===== src/rtl/tps_pkg.sv =====
// Package for the timer prescaler select block.
// Holds the source-select codes and the bit width of each divider tap.
package tps_pkg;

    localparam int SEL_W    = 3;
    localparam int NUM_TAPS = 4;

    typedef enum logic [SEL_W-1:0] {
        SRC_OFF  = 3'd0,
        SRC_SYS  = 3'd1,
        SRC_D8   = 3'd2,
        SRC_D64  = 3'd3,
        SRC_D256 = 3'd4,
        SRC_D1K  = 3'd5,
        SRC_FALL = 3'd6,
        SRC_RISE = 3'd7
    } src_sel_e;

    // Number of low divider bits that must be zero for tap t to fire.
    function automatic int tap_bits(input int t);
        case (t)
            0:       return 3;
            1:       return 6;
            2:       return 8;
            default: return 10;
        endcase
    endfunction

endpackage


===== src/rtl/tps_divider.sv =====
// Free-running shared divider.
// The count advances on every clock. Only reset or clear sets it back to 0.
// tick_o[t] is high while the low tap_bits(t) bits of the count are zero.
// Assumes DIV_W >= tap_bits of the widest tap.
module tps_divider #(
    parameter int DIV_W    = 10,
    parameter int NUM_TAPS = tps_pkg::NUM_TAPS
) (
    input  logic                clk,
    input  logic                rst_n,
    input  logic                clr_i,
    output logic [NUM_TAPS-1:0] tick_o
);

    logic [DIV_W-1:0] cnt_q;

    // Count every cycle; restart on reset or clear.
    always_ff @(posedge clk) begin
        if (!rst_n || clr_i) cnt_q <= '0;
        else                 cnt_q <= cnt_q + 1'b1;
    end

    // One tap decode per divisor.
    for (genvar t = 0; t < NUM_TAPS; t++) begin : g_tap
        localparam int B = tps_pkg::tap_bits(t);
        assign tick_o[t] = (cnt_q[B-1:0] == '0);
    end

    AST_CNT_CLEAR: assert property (@(posedge clk) disable iff (!rst_n)
        clr_i |=> (cnt_q == '0));

    AST_CNT_FREE: assert property (@(posedge clk) disable iff (!rst_n)
        !clr_i |=> (cnt_q == DIV_W'($past(cnt_q) + 1)));

    for (genvar t = 1; t < NUM_TAPS; t++) begin : g_nest_chk
        AST_TAP_NEST: assert property (@(posedge clk) disable iff (!rst_n)
            tick_o[t] |-> tick_o[t-1]);
    end

endmodule


===== src/rtl/tps_chan_sel.sv =====
// Source selection for one channel.
// Decodes the 3-bit select and registers the chosen source as a one-cycle enable.
// Assumes the edge strobes are already synchronous single-cycle pulses.
module tps_chan_sel #(
    parameter int NUM_TAPS = tps_pkg::NUM_TAPS
) (
    input  logic                       clk,
    input  logic                       rst_n,
    input  logic [tps_pkg::SEL_W-1:0]  sel_i,
    input  logic [NUM_TAPS-1:0]        tick_i,
    input  logic                       rise_i,
    input  logic                       fall_i,
    output logic                       en_o
);
    import tps_pkg::*;

    src_sel_e src;
    logic     en_d;

    assign src = src_sel_e'(sel_i);

    // Pick the source for this cycle.
    always_comb begin
        unique case (src)
            SRC_OFF:  en_d = 1'b0;
            SRC_SYS:  en_d = 1'b1;
            SRC_D8:   en_d = tick_i[0];
            SRC_D64:  en_d = tick_i[1];
            SRC_D256: en_d = tick_i[2];
            SRC_D1K:  en_d = tick_i[NUM_TAPS-1];
            SRC_FALL: en_d = fall_i;
            SRC_RISE: en_d = rise_i;
            default:  en_d = 1'b0;
        endcase
    end

    // Register the enable so it is a clean one-cycle pulse.
    always_ff @(posedge clk) begin
        if (!rst_n) en_o <= 1'b0;
        else        en_o <= en_d;
    end

    AST_STOP_IDLE: assert property (@(posedge clk) disable iff (!rst_n)
        (sel_i == 3'd0) |=> !en_o);

    AST_FULL_RATE: assert property (@(posedge clk) disable iff (!rst_n)
        (sel_i == 3'd1) |=> en_o);

    AST_TAP8_PASS: assert property (@(posedge clk) disable iff (!rst_n)
        (sel_i == 3'd2) |=> (en_o == $past(tick_i[0])));

    AST_FALL_PASS: assert property (@(posedge clk) disable iff (!rst_n)
        (sel_i == 3'd6) |=> (en_o == $past(fall_i)));

    AST_RISE_PASS: assert property (@(posedge clk) disable iff (!rst_n)
        (sel_i == 3'd7) |=> (en_o == $past(rise_i)));

endmodule


===== src/rtl/tmr_presc_sel.sv =====
// Top level: one shared divider and one select stage per channel.
// Channel c reads select bits [3c+2:3c] and its own edge strobes.
module tmr_presc_sel #(
    parameter int NUM_CH = 2,
    parameter int DIV_W  = 10
) (
    input  logic                             clk,
    input  logic                             rst_n,
    input  logic                             presc_clr,
    input  logic [NUM_CH*tps_pkg::SEL_W-1:0] sel_i,
    input  logic [NUM_CH-1:0]                ext_rise_i,
    input  logic [NUM_CH-1:0]                ext_fall_i,
    output logic [NUM_CH-1:0]                cnt_en_o
);
    localparam int SW = tps_pkg::SEL_W;
    localparam int NT = tps_pkg::NUM_TAPS;

    logic [NT-1:0] tick;

    tps_divider #(.DIV_W(DIV_W), .NUM_TAPS(NT)) u_div (
        .clk    (clk),
        .rst_n  (rst_n),
        .clr_i  (presc_clr),
        .tick_o (tick)
    );

    // One select stage per channel.
    for (genvar c = 0; c < NUM_CH; c++) begin : g_ch
        tps_chan_sel #(.NUM_TAPS(NT)) u_sel (
            .clk    (clk),
            .rst_n  (rst_n),
            .sel_i  (sel_i[c*SW +: SW]),
            .tick_i (tick),
            .rise_i (ext_rise_i[c]),
            .fall_i (ext_fall_i[c]),
            .en_o   (cnt_en_o[c])
        );
    end

    AST_RESET_QUIET: assert property (@(posedge clk)
        !rst_n |=> (cnt_en_o == '0));

endmodule


===== config.mk =====
export PLATFORM = sky130hd
export DESIGN_NAME = tmr_presc_sel
export DESIGN_NICKNAME = d
export VERILOG_FILES = /design/src/rtl/tps_pkg.sv /design/src/rtl/tps_divider.sv /design/src/rtl/tps_chan_sel.sv /design/src/rtl/tmr_presc_sel.sv
export SDC_FILE = /design/constraint.sdc
export NUM_CORES = 1
export LEC_CHECK = 0
export ABC_AREA = 1
export ABC_CLOCK_PERIOD_IN_PS = 1700
export BUFFER_PORTS_ARGS = -buffer_cell sky130_fd_sc_hd__buf_2
export CAP_MARGIN = 20
export CORE_ASPECT_RATIO = 0.5
export CORE_MARGIN = 2
export CORE_UTILIZATION = 25
export CTS_CLUSTER_DIAMETER = 150
export CTS_CLUSTER_SIZE = 16
export DETAILED_ROUTE_END_ITERATION = 6
export HOLD_SLACK_MARGIN = 0.12
export PLACE_DENSITY = 0.46
export SLEW_MARGIN = 20
export SYNTH_ARGS = -nofsm -noshare
export SYNTH_HDL_FRONTEND = slang
export SYNTH_SLANG_ARGS = --single-unit

===== constraint.sdc =====
create_clock -name clk -period 1.7 [get_ports clk]
set_input_delay 0.34 -clock clk [delete_from_list [all_inputs] [get_ports clk]]
set_output_delay 0.34 -clock clk [all_outputs]
set_load 0.03 [all_outputs]

# --- Word-level counts from Yosys, hierarchy flattened ---
# Cells that the tools add are included.
# Widths: inputs -> output; s select.
word_totals:
  regBits: 12
  latchBits: 0
  ramBits: 0
  romBits: 0
  input_bits: 13
  output_inout_bits: 2
  word_cells: 28
  mem_count: 0
classes:
  n_addsub: 1
  n_mul: 0
  div: 0
  order_cmp: 0
  n_eq_ne: 14
  shifts: 0
  muxes: 2
  n_bitwise: 0
  n_reduce_logical: 8
op_table:
  columns: ["operator", "n"]
  rows:
  - ["$eq 3x3->1 const B", 8]
  - ["$pmux 1 s8", 2]
  - ["$eq 3x2->1 const B", 4]
  - ["$add 10x1->10 const B", 1]
  - ["$logic_not 10->1", 1]
  - ["$logic_not 3->1", 3]
  - ["$logic_not 8->1", 1]
  - ["$eq 3x1->1 const B", 2]
  - ["$logic_not 6->1", 1]
  - ["$logic_not 1->1", 1]
  - ["$logic_or 1x1->1", 1]

# --- Depth between registers and ports, before layout ---
# Gate-level depths: netlist of run 1.
logic_depth:
  depth_word: 2
  ltp_mapped: 8
  mapped_depth_nobuf: 8

# --- Hierarchy ---
# From an unflattened synthesis of run 1, not the netlist that was laid out.
unflattened:
  hier_cells: 111
  area_unflattened_um2: 705.7
by_module_without_submodules:
  columns: ["mod", "n_inst", "cells_per_inst", "area_per_inst_um2", "seq_area_each_um2"]
  rows:
  - ["tps_divider", 1, 73, 508.0, 200.2]
  - ["tps_chan_sel", 2, 19, 98.8, 20.0]

# --- Worst setup path after synthesis of run 1 ---
# No wires, ideal clock.
synth_path:
  path_kind: "register -> register"
  from: "register u_div.cnt_q[0]"
  to: "register u_div.cnt_q[8]"
  setup_ps: 113
  arrival_time_ps: 1117
  t_required_ps: 1587
  setup_slack_ps: 470
  path_stages_with_launch: 8
  n_path_buf: 0
  period_less_slack_ps: 1230
  path_cell_list: "dfxtp_1 ha_1 nand2_2 nor3_2 and2_4 nand3_2 nand2_1 nor2_2"
synth_between:
  elab_chain_len: 1
synth_rtl:
  columns: ["element", "line", "source"]
  rows:
  - ["start, declared", "tps_divider.sv:15", "logic [DIV_W-1:0] cnt_q;"]
  - ["start signal, assigned", "tps_divider.sv:20", "else cnt_q <= cnt_q + 1'b1;"]
  - ["$add 10x1->10", "tps_divider.sv:20", null]
# Every way passes these cells.
# A chain may end at the register's enable or synchronous reset.

# --- Worst setup path in the final report of run 1 ---
# Same ends and word-level chain as after synthesis.

==> run summary, run 1 <==
period utilisation layout - 0.7712
io pins - 15
Post-Layout Cell Count - 166
register bit count reported by yosys - 12
CTS sink cnt - 12
Period minus WS final - 1.311 ns
worst vdd ir - 0.2558 mV
ant diodes - 0
area leader, netlist - dfxtp_1
Adder-Cell Fraction of Synth Area - 0.03425
crit path max-delay cell type - dfxtp_1
root buf cell - clkbuf_8
setup violators final - 0
worst hold path class - in2reg
nets - 145
routed vias - 706
post-cts resize count - 0
Reg clk slew, reported paths - 0.05 ns
number of distinct library cells after synthesis - 20
Crit Path Class - reg2reg
Layout fillers - 293
Pwr Total - 691.4 µW
Slew Limit Headroom - 0.8320
Worst Setup Start Kind - flop
# DRC - 0
Net Sw Frac - 0.2374
CTS Buf Count - 3
Logic pwr share - 0.127
DP Cell Count - 162
1st-iter DRT viols - 23
crit path max fanout - 6
Routed WL per cell - 8.940 µm
Seq/Total Area, Yosys - 0.3288
layout cells sized above 1 - 0.2093
ys async rst share - 0
XOR/XNOR Fraction of Synth Area - 0
Final Hold Viols - 0
slowest stage delay, CP - 0.41 ns
Critical Path, Cell by Cell - ha_1 -> nand2_2 -> nor3_2 -> and2_4 -> nand3_2 -> nand2_1 -> nor2_2
first-pass GRT wire length - 2704 µm
Vert. Die Dim - 42.23 µm
DRT Pass-1 Iters - 4
syn nets - 127
dpl ws - 0.3938 ns
Vias per Instance - 4.253
placer congestion estimate - 0.7921
synth top area cells - dfxtp_1 33%, nor2_1 11%, inv_1 8.7%
CTS Buffer Depth - 2
mux contribution to synthesized area - 0
Worst Tran Pin Value - 0.2516 ns
Mapped Cells - 112
status - complete, no violations
Overflow after GRT - 0
CTS H-tree lvls - 1
Ys Warns - 0
Lkg Pwr - 0.0003891 µW
initial core utilization - 0.2723
footprint of the multi-input gates - 411.6 µm²
Port Buffer Count - 14
P&R area growth vs syn - 22.43%
Post-Syn Area - 730.7 µm²
ANT nets after route - 0
Syn Area/Cell - 6.524 µm²
die area - 3398 µm²
Clock Power Share - 0.450
EDFF count, synth - 0
Flop pwr share - 0.422
initial antenna violation count - 0
Die Wd - 80.46 µm
Setup crit end kind - flop
largest net degree at the start of global routing - 8
P_sw - 164.2 µW
post-synth top area share - 0.3288
drt total wl - 1484 µm
unrepaired setup endpoints after global routing - false
CTS tree - built
Worst Path Required - 1.84 ns
number of global-route vias before repair - 685
Post-Synth Simple-Gate Area - 0.4692
post-route setup TNS - 0 ns
Slew Limit Fails - 0
Clock Skews - 0.002099 ns
DP HPWL - 1217 µm
Pwr per Cell Area - 772.8 nW/µm²
Post-CTS Repair Setup Buffers - 0
Reg area - 240.2 µm²
max cap viols - 0
all-layer global routing usage - 0.1063
critical path's top delay family - simple AND/OR/NAND/NOR gates
main combinational cell family by area after synthesis - simple AND/OR/NAND/NOR gates
Worst-Skew Late Latency - 0.24 ns
hold buffers post-CTS - 0
internal cell power - 527.2 µW
Row Count - 13
WP buf/inv - 0
critical path arrival - 1.45 ns
post-route setup slack - 0.3889 ns
CORE AREA - 2684 µm²
Primary FF master, synth - dfxtp_1
Fmax - 0.7627 GHz
Synth Area in Compound Gates - 0.05993
==> layout make-up <==
| type | count | share of cell area |
|---|---|---|
| multi-input combinational | 81 | 0.4601 |
| sequential | 12 | 0.2685 |
| timing repair buffer | 15 | 0.08671 |
| inverter | 17 | 0.07133 |
| clock buffer | 4 | 0.06154 |
| tap | 37 | 0.05175 |
==> power groups by stage <==
stage	Clock (µW)	Combinational, µW	Sequential, µW
after global routing	336	103	293
after detailed placement	0	88.4	298
final	311	88.0	292
after floorplan	0	59.5	298
after CTS	320	89.2	292
after global placement	0	89.4	298
==> path summary, 6_finish.rpt <==
kind                       start                 end  slack (ns)  depth (start not counted)
hold reg to reg   u_div.cnt_q[4]      u_div.cnt_q[4]        0.48                          2
setup / recovery  u_div.cnt_q[0]      u_div.cnt_q[8]        0.39                          7
setup reg to reg  u_div.cnt_q[0]      u_div.cnt_q[8]        0.39                          7
hold / removal             rst_n  g_ch[1].u_sel.en_o        0.35                          3
==> worst register-to-register path, stage by stage, from the launching register on <==
cell     delay (ns)
dfxtp_1        0.41
ha_1           0.21
nand2_2        0.07
nor3_2         0.18
and2_4         0.18
nand3_2        0.05
nand2_1        0.08
nor2_2         0.03
==> synth_stat cells, types with 2 or more instances <==
library cell	count
nor2_1	21
inv_1	17
nand2_1	17
dfxtp_1	12
nand3_1	11
nand4_1	6
nor3_1	6
a21oi_1	4
and2_0	2
buf_4	2
ha_1	2
nor2_2	2
nor3_2	2
o21ai_0	2
==> cell families after synthesis <==
group / after synthesis
simple gates: 71
buf+inv: 19
flops: 12
fa+ha+maj: 2
compound gates: 8
==> layout by cell type (no fill, tap or decap), types with 2 or more instances in the layout <==
master,n
nand2_1,17
nor2_1,21
nor3_2,2
nor3_1,6
nand3_1,11
nor2_2,2
clkbuf_8,4
and2_0,2
ha_1,2
inv_1,17
o21ai_0,2
dfxtp_1,12
nand4_1,6
a21oi_1,4
buf_2,14
==> metrics by stage <==
step / utilization / instance area, µm² / hold WS [ns]
global route: 0.3333 / 894.6 / 0.3825
floorplan: - / 730.7 / 0.4520
finish: 0.3333 / 894.6 / 0.3491
global placement: 0.3128 / 839.6 / 0.4697
detailed placement: 0.3128 / 839.6 / 0.4762
CTS: 0.3333 / 894.6 / 0.3475
==> sequential cells by signal, indices dropped and copies added (netlist names) <==
signal / flops
g_ch.u_sel.en_o: 2
u_div.cnt_q: 10
==> per-layer routing <==
layer  wire length, µm  vias up  track usage
li1                  -      392            -
met1               778      295       0.1294
met2               593       17       0.1617
met3                97        2      0.05172
met4                14        0      0.04068
met5                 0        -            0
Power figures use the tool's default switching activity.
==> run 2, diff against run 1 <==
ABC_AREA = 0   (was 1)
ABC_CLOCK_PERIOD_IN_PS = 1090   (was 1700)
PLACE_DENSITY = 0.47   (was 0.46)
clock period = 1.09 ns   (was 1.7 ns; I/O delays follow)
==> run 2 against run 1 <==
The run now ends with negative setup slack left. Combinational power rose by 84%. Critical path depth fell by 1. Maximum frequency rose by 3.9%. Global-route usage rose by 1.3 points. Sequential cell count did not move. Clock power rose by 32%. Sequential power rose by 55%. Critical path type unchanged. Critical endpoint is now g_ch[1].u_sel.en_o. Largest cell class unchanged.
==> run summary, run 2 <==
critical path arrival - 1.39 ns (-0.06 ns)
synth top area cells - dfxtp_1 35%, nor2_1 7.1%, xnor2_1 6.4%
slowest stage delay, CP - 0.33 ns (-0.08 ns)
Routed WL per cell - 11.06 µm (+24%)
Design Area, Final - 1101 µm² (+23%)
root buf cell - clkbuf_8
io pins - 15 (unchanged)
initial antenna violation count - 0 (unchanged)
Post-Synth Simple-Gate Area - 0.3066 (-0.1626)
CTS Buffer Depth - 2 (unchanged)
ant diodes - 0 (unchanged)
Synth Area in Compound Gates - 0.1241 (+0.06416)
Critical R2R Launch - u_div.cnt_q[0]
commonest non-fill, non-tap cell in the layout - buf_4
Post-DP Area - 933.4 µm² (+11%)
routed vias - 658 (-6.8%)
all-layer global routing usage - 0.1190 (+0.01269)
hold endpoint - g_ch[1].u_sel.en_o
Slew Limit Fails - 0 (unchanged)
post-route setup slack - -0.1714 ns (-0.5604 ns)
Post-Syn Area - 685.7 µm² (-6.2%)
most numerous cell in the Yosys netlist - nor2_1
Fmax - 0.7928 GHz (+3.9%)
hold depth - 2 (-1)
Largest Register - u_div.cnt_q
placer congestion estimate - 0.6799 (-14%)
# DRC - 0 (unchanged)
number of global-route vias before repair - 606 (-12%)
mux contribution to synthesized area - 0.02190 (+0.02190)
CTS H-tree lvls - 1 (unchanged)
Slew Limit Headroom - 0.7190 (-0.1130)
failing checks - negative setup slack
Lkg Pwr - 0.0004667 µW (+20%)
largest net degree at the start of global routing - 11 (+3)
Die Wd - 78.06 µm (-3.0%)
Largest register FFs - 10 (unchanged)
Mapped Cells - 80 (-29%)
commonest non-fill, non-tap cells in the layout - 17 x buf_4, 14 x buf_2, 13 x nor2_1
Reg clk slew, reported paths - 0.05 ns (about the same)
Syn Area/Cell - 8.571 µm² (+31%)
worst hold path class - in2reg
layout cells sized above 1 - 0.5398 (+0.3305)
worst vdd ir - 0.3153 mV (+23%)
die area - 3203 µm² (-5.7%)
Ys Warns - 0 (unchanged)
DRT Pass-1 Iters - 3 (-1)
Worst Tran Pin Value - 0.4215 ns (+0.1698 ns)
area leader, netlist - dfxtp_1
DP HPWL - 1168 µm (-4.0%)
drt total wl - 1659 µm (+12%)
Vert. Die Dim - 41.03 µm (-2.8%)
number of distinct library cells after synthesis - 34 (+70%)
commonest cells in the netlist - 13 x nor2_1, 12 x dfxtp_1, 8 x inv_1, 5 x xnor2_1, 4 x nand3_1
1st-iter DRT viols - 19 (-17%)
P&R area growth vs syn - 60.58%
period utilisation layout - 1.157 (+0.3861)
Port Buffer Count - 14 (unchanged)
initial core utilization - 0.2635 (-0.008799)
syn nets - 95 (-25%)
Worst-Skew Late Latency - 0.24 ns (about the same)
Pwr per Cell Area - 929.6 nW/µm² (+20%)
main combinational cell family by area after synthesis - simple AND/OR/NAND/NOR gates
min-delay src - rst_n
max cap viols - 0 (unchanged)
crit path max-delay cell type - dfxtp_2
Adder-Cell Fraction of Synth Area - 0.03650 (+0.002250)
EDFF count, synth - 0 (unchanged)
post-route setup TNS - -0.6540 ns (-0.6540 ns)
Period minus WS final - 1.261 ns (-0.04963 ns)
Crit Path Class - reg2reg
post-synth top area share - 0.3504 (+0.02160)
Worst Setup Start Kind - flop
unrepaired setup endpoints after global routing - true
ys async rst share - 0 (unchanged)
worst-case reg-to-reg path depth - 6 (-1)
crit path max fanout - 7 (+1)
CORE AREA - 2603 µm² (-3.0%)
status - complete, but fails checks
first-pass GRT wire length - 2670 µm (-1.3%)
Critical Path, Cell by Cell - inv_2 -> ha_4 -> and2b_4 -> a32oi_2 -> o41ai_2 -> o21a_1
Row Count - 13 (unchanged)
Worst Path Required - 1.22 ns (-0.62 ns)
Vias per Instance - 4.387 (+3.1%)
CTS tree - built
critical path's top delay family - compound AO/OA/AOI/OAI gates
nets - 130 (-10%)
register bit count reported by yosys - 12 (unchanged)
Setup crit end kind - flop
CTS Buf Count - 3 (unchanged)
XOR/XNOR Fraction of Synth Area - 0.08942 (+0.08942)
CTS sink cnt - 12 (unchanged)
setup violators final - 6 (+6)
Primary FF master, synth - dfxtp_1
Clock Skews - 0.003148 ns (+0.001050 ns)
reg-to-reg setup timing slack - -0.17 ns (-0.56 ns)
WP buf/inv - 1 (+1)
Top Registers - u_div.cnt_q: 10 flops, g_ch.u_sel.en_o: 2 flops
Overflow after GRT - 0 (unchanged)
FF-to-FF End - g_ch[1].u_sel.en_o
Seq/Total Area, Yosys - 0.3504 (+0.02160)
Final Hold Viols - 0 (unchanged)
ANT nets after route - 0 (unchanged)
run 2: routing by layer:
layer,vias to the layer above,track usage,routed length (µm)
met5,-,0,0
met4,0,0.03947,0
met3,0,0.05507,80
met2,11,0.2112,765
met1,302,0.1339,813
li1,345,-,-
run 2: cell families after synthesis:
group,Yosys count
compound gates,11
xor+xnor,7
fa+ha+maj,2
buf+inv,11
flops,12
mux,1
simple gates,36
run 2: how the worst max path moves through the flow:
stage                   start                  to  slack [ns]  depth (start not counted)
2_1_floorplan  u_div.cnt_q[0]  g_ch[1].u_sel.en_o       -0.14                          6
3_3_place_gp   u_div.cnt_q[1]  g_ch[1].u_sel.en_o       -0.18                          6
3_5_place_dp   u_div.cnt_q[1]  g_ch[1].u_sel.en_o       -0.17                          6
4_1_cts        u_div.cnt_q[1]  g_ch[0].u_sel.en_o       -0.16                          6
5_1_grt        u_div.cnt_q[0]  g_ch[0].u_sel.en_o       -0.23                          6
6_report       u_div.cnt_q[0]  g_ch[1].u_sel.en_o       -0.17                          6
run 2: metrics by stage:
stage               instances  hold WS [ns]  total power, µW  setup WS (ns)    util
finish                    150        0.2339             1024        -0.1714  0.4231
global route              150        0.2399             1084        -0.2287  0.4231
CTS                       150        0.2302             1040        -0.1556  0.4067
detailed placement        146        0.4743            617.7        -0.1685  0.3587
global placement          146        0.4705            617.8        -0.1756  0.3587
floorplan                  80        0.3355            558.8        -0.1356       -
run 2: power by group:
part / leakage, µW / internal, µW / total (µW) / switching [µW]
Clock: 0.0000216 / 244 / 409 / 165
Combinational: 0.000344 / 78.9 / 162 / 82.8
Sequential: 0.000101 / 448 / 453 / 4.47
Total: 0.000467 / 771 / 1020 / 253
run 2: area by class of cell:
type	count	area [µm²]
timing repair buffer	33	220.2
tap	37	46.29
inverter	8	30.03
multi-input combinational	57	513.0
sequential	12	250.2
clock buffer	3	41.29
fill	267	1501
run 2: repair_timing:
| item | 4_1_cts | 5_1_grt |
|---|---|---|
| resized for setup | 16 | 8 |
| hold buffers | 0 | 0 |
| setup endpoints to repair | 9 | 9 |
| setup buffers | 1 | 0 |
| pin swaps | 7 | 5 |
==> run 3, diff against run 2 <==
CELL_PAD_IN_SITES_DETAIL_PLACEMENT = 0   (was default)
CELL_PAD_IN_SITES_GLOBAL_PLACEMENT = 1   (was default)
PLACE_DENSITY = 0.59   (was 0.47)
==> run 3 against run 2 <==
The flow still finishes with violations (negative setup slack). Clock skew is 0.0020 ns lower. First-iteration DRC count decreased by 95%. Sequential share of layout area is 0.24 points higher. Critical endpoint is now g_ch[0].u_sel.en_o.
==> run summary, run 3 (same netlist as run 2, synthesis figures left out) <==
Port Buffer Count - 14 (unchanged)
die area - 3203 µm² (unchanged)
initial core utilization - 0.2635 (unchanged)
Worst Setup Start Kind - flop
Die Wd - 78.06 µm (unchanged)
max cap viols - 0 (unchanged)
Clock Skews - 0.001186 ns (-0.001963 ns)
Final Hold Viols - 0 (unchanged)
Largest register FFs - 10 (unchanged)
worst hold path class - in2reg
CTS H-tree lvls - 1 (unchanged)
io pins - 15 (unchanged)
ant diodes - 0 (unchanged)
Lkg Pwr - 0.0004587 µW (-1.7%)
ANT nets after route - 0 (unchanged)
Worst Tran Pin Value - 0.4061 ns (-0.01534 ns)
Vert. Die Dim - 41.03 µm (unchanged)
status - complete, but fails checks
Reg area - 247.7 µm² (-1.0%)
hold buffers post-CTS - 0 (unchanged)
commonest non-fill, non-tap cell in the layout - buf_4
min-delay src - rst_n
crit path max-delay cell type - dfxtp_2
Pwr per Cell Area - 1035 nW/µm² (+11%)
crit path max fanout - 7 (unchanged)
drt total wl - 1534 µm (-7.5%)
CTS tree - built
Worst-Skew Late Latency - 0.24 ns (about the same)
Reg clk slew, reported paths - 0.06 ns (about the same)
FF-to-FF End - g_ch[0].u_sel.en_o
post-route setup TNS - -0.6958 ns (-0.04176 ns)
Critical R2R Launch - u_div.cnt_q[1]
Period minus WS final - 1.281 ns (+0.01915 ns)
WP buf/inv - 1 (unchanged)
reg-to-reg setup timing slack - -0.19 ns (-0.02 ns)
Post-Layout Cell Count - 149 (-0.67%)
routed vias - 667 (+1.4%)
Overflow after GRT - 0 (unchanged)
number of global-route vias before repair - 600 (-0.99%)
Routed WL per cell - 10.30 µm (-6.9%)
worst-case reg-to-reg path depth - 6 (unchanged)
hold_ws - 0.2310 ns (-0.002866 ns)
initial antenna violation count - 0 (unchanged)
commonest non-fill, non-tap cells in the layout - 17 x buf_4, 14 x buf_2, 12 x nor2_1
worst vdd ir - 0.3329 mV (+5.6%)
Slew Limit Headroom - 0.7292 (+0.01023)
largest net degree at the start of global routing - 11 (unchanged)
placer congestion estimate - 0.7452 (+9.6%)
Top Registers - u_div.cnt_q: 10 flops, g_ch.u_sel.en_o: 2 flops
critical path's top delay family - flip-flops
CTS Buffer Depth - 2 (unchanged)
failing checks - negative setup slack
# DRC - 0 (unchanged)
layout cells sized above 1 - 0.5446 (+0.004820)
CORE AREA - 2603 µm² (unchanged)
Largest Register - u_div.cnt_q
Vias per Instance - 4.477 (+2.0%)
Critical Path, Cell by Cell - inv_2 -> ha_4 -> and2b_4 -> nand4b_1 -> o311ai_2 -> o31a_1
first-pass GRT wire length - 2559 µm (-4.2%)
unrepaired setup endpoints after global routing - true
setup violators final - 6 (unchanged)
Slew Limit Fails - 0 (unchanged)
dpl ws - -0.1930 ns (-0.02444 ns)
Fmax - 0.7809 GHz (-1.5%)
Layout fillers - 275 (+3.0%)
Worst Path Required - 1.22 ns (about the same)
CTS sink cnt - 12 (unchanged)
post-route setup slack - -0.1906 ns (-0.01915 ns)
root buf cell - clkbuf_8
all-layer global routing usage - 0.1068 (-0.01215)
CTS Buf Count - 3 (unchanged)
Setup crit end kind - flop
1st-iter DRT viols - 1 (-18)
critical path arrival - 1.41 ns (+0.02 ns)
Row Count - 13 (unchanged)
DRT Pass-1 Iters - 4 (+1)
period utilisation layout - 1.175 (+0.01757)
footprint of the multi-input gates - 501.7 µm² (-2.2%)
P&R area growth vs syn - 57.30%
nets - 128 (-1.5%)
DP Cell Count - 144 (-1.4%)
DP HPWL - 1173 µm (+0.42%)
hold depth - 2 (unchanged)
hold endpoint - g_ch[1].u_sel.en_o
slowest stage delay, CP - 0.35 ns (+0.02 ns)
Crit Path Class - reg2reg
run 3: cell types whose count changed in the layout (fill, tap and decap cells not counted), sizes merged:
cell	previous run	this run
clkbuf	3	4
buf	33	31
run 3: final cells by class:
| class | instances | share of cell area |
|---|---|---|
| Clock buffer | 4 | 0.05104 |
| Inverter | 8 | 0.02784 |
| Multi-Input combinational cell | 57 | 0.4652 |
| Sequential cell | 12 | 0.2297 |
| Tap cell | 37 | 0.04292 |
| Timing Repair Buffer | 31 | 0.1833 |
run 3: layer usage:
metal	vias to the layer above	global-route usage	share of wire
met1	316	0.1248	0.48
met4	0	0.05263	0
met3	0	0.02643	0.020
met2	6	0.1961	0.50
met5	-	0	0
li1	345	-	-
run 3: worst max path at each step:
stage	startpoint	end	cells past startpoint
final	u_div.cnt_q[1]	g_ch[0].u_sel.en_o	6
after global routing	u_div.cnt_q[1]	g_ch[0].u_sel.en_o	6
after CTS	u_div.cnt_q[1]	g_ch[0].u_sel.en_o	6
after detailed placement	u_div.cnt_q[0]	g_ch[1].u_sel.en_o	6
after global placement	u_div.cnt_q[0]	g_ch[1].u_sel.en_o	6
after floorplan	u_div.cnt_q[0]	g_ch[1].u_sel.en_o	6
run 3: stage by stage:
step	total power, µW	utilization	area, µm²
4_1_cts	1132	0.3923	1021
5_1_grt	1179	0.4144	1079
2_1_floorplan	558.8	-	700.7
3_5_place_dp	612.4	0.3529	918.4
3_3_place_gp	613.8	0.3529	918.4
6_report	1117	0.4144	1079
run 3: repair_timing:
action                     4_1_cts  5_1_grt
gates resized for setup         11       10
setup endpoints to repair        9        9
buffers inserted                 1        0
pin swaps                        4        5
run 3: report_power, final:
group | internal [µW] | total [µW] | switching, µW
Sequential | 450 | 455 | 4.97
Clock | 319 | 496 | 177
Combinational | 81.3 | 165 | 84.1
